$ cat config.mk
export PLATFORM = sky130hd
export DESIGN_NAME = fetch_pc_unit
export DESIGN_NICKNAME = d
export VERILOG_FILES = /design/src/rtl/fetch_pc_pkg.sv /design/src/rtl/fetch_pc_seq_add.sv /design/src/rtl/fetch_pc_tgt_add.sv /design/src/rtl/fetch_pc_select.sv /design/src/rtl/fetch_pc_unit.sv
export SDC_FILE = /design/constraint.sdc
export NUM_CORES = 1
export LEC_CHECK = 0
export BUFFER_PORTS_ARGS = -buffer_cell sky130_fd_sc_hd__buf_2
export CORE_ASPECT_RATIO = 0.8
export CORE_MARGIN = 2
export CORE_UTILIZATION = 55
export DETAILED_ROUTE_END_ITERATION = 16
export HOLD_SLACK_MARGIN = 0.06
export PLACE_DENSITY = 0.83
export SLEW_MARGIN = 25
export SYNTH_ARGS = -nofsm -noshare
export SYNTH_HDL_FRONTEND = slang
export SYNTH_HIERARCHICAL = 1
export SYNTH_SLANG_ARGS = --single-unit
$ cat constraint.sdc
create_clock -name clk -period 3.9 [get_ports clk]
set_input_delay 0.78 -clock clk [delete_from_list [all_inputs] [get_ports clk]]
set_output_delay 0.78 -clock clk [all_outputs]
set_load 0.02 [all_outputs]
$ cat src/rtl/fetch_pc_pkg.sv
package fetch_pc_pkg;

    localparam int unsigned ADDR_W   = 32;
    localparam int unsigned OFS_W    = 16;
    localparam int unsigned WORD_B   = 4;
    localparam int unsigned ALIGN_W  = $clog2(WORD_B);
    localparam int unsigned SCALED_W = OFS_W + ALIGN_W;

    typedef logic [ADDR_W-1:0] addr_t;
    typedef logic [OFS_W-1:0]  ofs_t;

    typedef enum logic [0:0] {
        PATH_SEQ = 1'b0,
        PATH_BR  = 1'b1
    } path_e;

    typedef struct packed {
        addr_t seq;
        addr_t tgt;
    } cand_t;

    typedef struct packed {
        logic br;
        logic zero;
        logic jmp;
    } ctl_t;

    function automatic addr_t scale_offset(input ofs_t raw);
        logic [SCALED_W-1:0] shifted;
        shifted = {raw, {ALIGN_W{1'b0}}};
        return {{(ADDR_W-SCALED_W){shifted[SCALED_W-1]}}, shifted};
    endfunction

    function automatic path_e choose_path(input ctl_t c);
        if (c.jmp)
            return PATH_SEQ;
        if (c.br && c.zero)
            return PATH_BR;
        return PATH_SEQ;
    endfunction

endpackage

$ cat src/rtl/fetch_pc_seq_add.sv
module fetch_pc_seq_add
    import fetch_pc_pkg::*;
(
    input  addr_t cur_addr,
    output addr_t seq_addr
);
    localparam addr_t STEP = addr_t'(WORD_B);

    always_comb begin
        seq_addr = cur_addr + STEP;
    end
endmodule

$ cat src/rtl/fetch_pc_tgt_add.sv
module fetch_pc_tgt_add
    import fetch_pc_pkg::*;
(
    input  addr_t seq_addr,
    input  ofs_t  raw_ofs,
    output addr_t tgt_addr
);
    addr_t ofs_ext;

    always_comb begin
        ofs_ext  = scale_offset(raw_ofs);
        tgt_addr = seq_addr + ofs_ext;
    end
endmodule

$ cat src/rtl/fetch_pc_select.sv
module fetch_pc_select
    import fetch_pc_pkg::*;
(
    input  ctl_t  ctl,
    input  cand_t cand,
    output addr_t next_addr
);
    path_e path;

    always_comb begin
        path = choose_path(ctl);
        unique case (path)
            PATH_BR:  next_addr = cand.tgt;
            default:  next_addr = cand.seq;
        endcase
    end
endmodule

$ cat src/rtl/fetch_pc_unit.sv
module fetch_pc_unit
    import fetch_pc_pkg::*;
(
    input  logic              clk,
    input  logic              rst,
    input  logic              br_sel,
    input  logic              alu_zero,
    input  logic              jump_sel,
    input  logic [OFS_W-1:0]  imm16,
    output logic [ADDR_W-1:0] pc_addr
);
    localparam addr_t RESET_ADDR = '0;

    addr_t pc_q;
    addr_t next_addr;
    cand_t cand;
    ctl_t  ctl;

    assign ctl = '{br: br_sel, zero: alu_zero, jmp: jump_sel};

    fetch_pc_seq_add u_seq (
        .cur_addr (pc_q),
        .seq_addr (cand.seq)
    );

    fetch_pc_tgt_add u_tgt (
        .seq_addr (cand.seq),
        .raw_ofs  (imm16),
        .tgt_addr (cand.tgt)
    );

    fetch_pc_select u_sel (
        .ctl       (ctl),
        .cand      (cand),
        .next_addr (next_addr)
    );

    always_ff @(posedge clk) begin
        if (rst)
            pc_q <= RESET_ADDR;
        else
            pc_q <= next_addr;
    end

    assign pc_addr = pc_q;
endmodule

==> run_results.csv <==
group,metric,value,unit
placed_design,pre_cts_ws,0.06662,ns
yosys,synth-xor-area-share,0.1290,
grt,grt_first_pass_wirelength,14660,microns
timing,clock.fmax,266.4,MHz
yosys,synth_edf_count,0,
timing,finalCritPeriodShare,0.9624,
detailed_routing,wl,9418,microns
yosys,yosys.area.top_type,"dfxtp_1",
detailed_routing,drc,0,
worst_setup_path,arrival,3.90,ns
worst_setup_path,crit_path_cell_trace,"nand4_1, or2_2, nor2_1, xor2_1, ha_2, nand4_1, nor3_1, nor2_1, o311ai_4, nor2b_1, a311oi_1, xnor2_1, mux2_4, nor2b_1",
grt,overflow,0,
detailed_routing,drt_iter0_markers,337,
yosys,synth_common_cells,"40 x xnor2_1, 35 x nor2b_1, 32 x dfxtp_1",
clock_tree,cts.sinks,32,
pwr,ir_worst_vdd,127.5,uV
clock_tree,cts.path.max_buffers,2,
min_path,hp-start,"pc_addr[0]",
timing,worst_pin_slew,0.6850,ns
clock_tree,clk_latency,0.28,ns
timing,tns,0,ns
worst_setup_path,crit_path_end_kind,"register",
worst_setup_path,r2r-start,"pc_addr[3]",
detailed_routing,antenna_left,0,
placed_design,dpl_cell_area,3980,sq um
worst_setup_path,required,4.05,ns
yosys,async_flop_share,0,
pwr,p_leak,2.071,nW
grt,track_usage,0.2447,
grt,grt_pass1_vias,3043,
clock_tree,cts_tree,"yes",
timing,final-hold-violation-count,0,
yosys,netlist.area_leader.share,0.1715,
detailed_routing,vias_per_cell,6.107,
yosys,synth.avg_cell_area,8.829,sq um
min_path,hold_depth,2,
flow_run,drv_cap,0,
floorplan,die_h,77.71,microns
yosys,yosysMostFrequentCell,"xnor2_1",
clock_tree,numCtsBuffers,5,
yosys,synth_top_family_by_area,"simple AND/OR/NAND/NOR gates",
final_layout,final_area,4174,sq um
final_layout,drive_gt1_frac,0.2927,
worst_setup_path,path_class,"reg -> reg",
grt,use_met2,0.3618,
yosys,synth_cell_types,61,
final_layout,nets,519,
grt,use_met3,0.05631,
detailed_routing,drtPass1Iterations,4,
timing,maxSlewViolCount,0,
yosys,synth-simple-area-share,0.2251,
run_status,status,"finished, final reports clean",
timing,whs,0.6112,ns
final_layout,syn_to_final_growth,11.76,%
worst_setup_path,max_stage_delay,0.41,ns
placed_design,finalWeightedCongestion,1.024,
floorplan,io_pins,53,
worst_setup_path,cp-start-kind,"register",
yosys,synth-adder-area-share,0.1059,
min_path,hold_class,"reg -> reg",
timing,rsz0062_at_grt,"true",
yosys,ys_top_cells_by_area,"dfxtp_1 17%, mux2_4 12%, ha_1 10%, xnor2_1 9.4%, nor2b_1 5.9%",
yosys,postSynthRegisterBits,32,
pwr,design_power_total,1.061,mW
detailed_routing,num_vias,3371,
worst_setup_path,regToRegSetupSlack,0.15,ns
grt,antenna_found_initial,0,
yosys,seq_area_frac_synth,0.1715,
yosys,synth_nets,475,
timing,setup_ws,0.1465,ns
placed_design,io_buffers,52,
timing,layout_min_cycle_time,3.754,ns
worst_setup_path,critPathBufInv,0,
yosys,synth_mux_area_frac,0.1266,
clock_tree,path_clk_slew,0.06,ns
yosys,ys.flop_type,"dfxtp_1",
grt,grt_max_degree,33,
clock_tree,htreeDepth,2,
yosys,synth_area,3735,sq um
timing,setup_viol,0,
final_layout,largest_reg_flops,32,
detailed_routing,wl_per_cell,17.06,microns
worst_setup_path,cp_slowest_cell,"or2_2",
yosys,ys_warn_count,6,
worst_setup_path,reg2reg_depth,14,
grt,use_met1,0.3538,
floorplan,die_w,96.13,microns
grt,busiest_layer,"met2",
worst_setup_path,r2r-end,"pc_addr[20]",
placed_design,dp_hpwl,7158,microns
clock_tree,root_buffer,"clkbuf_8",
floorplan,core_area,6474,sq um
floorplan,start_util,0.5769,
pwr,power.density,254.1,nW/um^2
yosys,synthCells,423,
floorplan,fp.dieArea,7470,sq um
yosys,synth_compound_area_frac,0.1876,
floorplan,rows,26,
worst_setup_path,crit_family,"simple AND/OR/NAND/NOR gates",
timing,maxSlewHeadroom,0.5433,
min_path,min_to,"pc_addr[0]",
final_layout,fillers,529,
timing,finClkSkew,0.004661,ns
worst_setup_path,cp_max_fo,7,
final_layout,n_antenna_cell,0,
[worst reg2reg max path, delay by kind of cell, from the launching register on]
family,cells,cell delay [ns]
simple gates,8,1.60
compound gates,2,0.53
xor+xnor,2,0.44
fa+ha+maj,1,0.40
flops,1,0.38
mux,1,0.27
[power by group]
group	leakage, nW	total (mW)	switching, mW	internal (mW)
Combinational	1.76	0.429	0.234	0.195
Clock	0.0455	0.262	0.118	0.144
Sequential	0.261	0.370	0.0241	0.346
[final cells by class]
class	count	area, sq um	share of cell area
inverter	14	52.55	0.01259
sequential	32	643.1	0.1541
clock buffer	8	90.09	0.02158
timing repair buffer	59	312.8	0.07494
multi-input combinational	355	2970	0.7116
tap	84	105.1	0.02518
[cell families after synthesis]
logic type                 count (synthesis)
and+or+nand+nor                          148
adders and majority gates                 31
buffers and inverters                     36
DFF                                       32
muxes                                     32
xor gates and xnor gates                  55
AOI/OAI and AO/OA                         89
[per-layer routing]
metal | vias to the layer above | share of wire
met2 | 153 | 0.44
met5 | - | 0
met1 | 1599 | 0.46
li1 | 1604 | -
met4 | 0 | 0.014
met3 | 15 | 0.081
[timing repair]
| item | 4_1_cts | 5_1_grt |
|---|---|---|
| endpoints found under the setup margin | 0 | 9 |
| hold buffers | 0 | 0 |
| resized for setup | 0 | 19 |
| setup buffers | 0 | 3 |
[stage by stage]
step           utilization  std cells
2_1_floorplan            -        423
3_3_place_gp        0.6148        541
3_5_place_dp        0.6148        541
4_1_cts             0.6287        549
5_1_grt             0.6448        552
6_report            0.6448        552
[worst max path at each step]
stage / startpoint / to / slack (ns) / depth (start not counted)
after global routing: pc_addr[3] / pc_addr[27] / -0.04 / 16
after floorplan: pc_addr[2] / pc_addr[26] / 0.36 / 15
after global placement: pc_addr[2] / pc_addr[27] / 0.17 / 16
after detailed placement: pc_addr[2] / pc_addr[27] / 0.07 / 16
final: pc_addr[3] / pc_addr[20] / 0.15 / 14
after CTS: pc_addr[2] / pc_addr[27] / 0.05 / 16
[cell usage in the layout, fill, tap and decap left out, drive strengths merged, types with 2 or more instances in the layout]
master and instances:
a2111oi 2, o21ai 17, nor2b 35, xor2 15, nor4 2, xnor2 40, and4 2, o311ai 3
nand2b 2, and3 4, o21a 3, a21oi 26, nor3 9, buf 59, o21bai 4, and2 2
inv 14, nand2 29, a32oi 2, a21o 15, nand4 16, nand3 19, or2 2, clkbuf 8
a311oi 2, nor2 23, ha 30, dfxtp 32, mux2 32, a31oi 4
(Power assumes the default switching activity.)
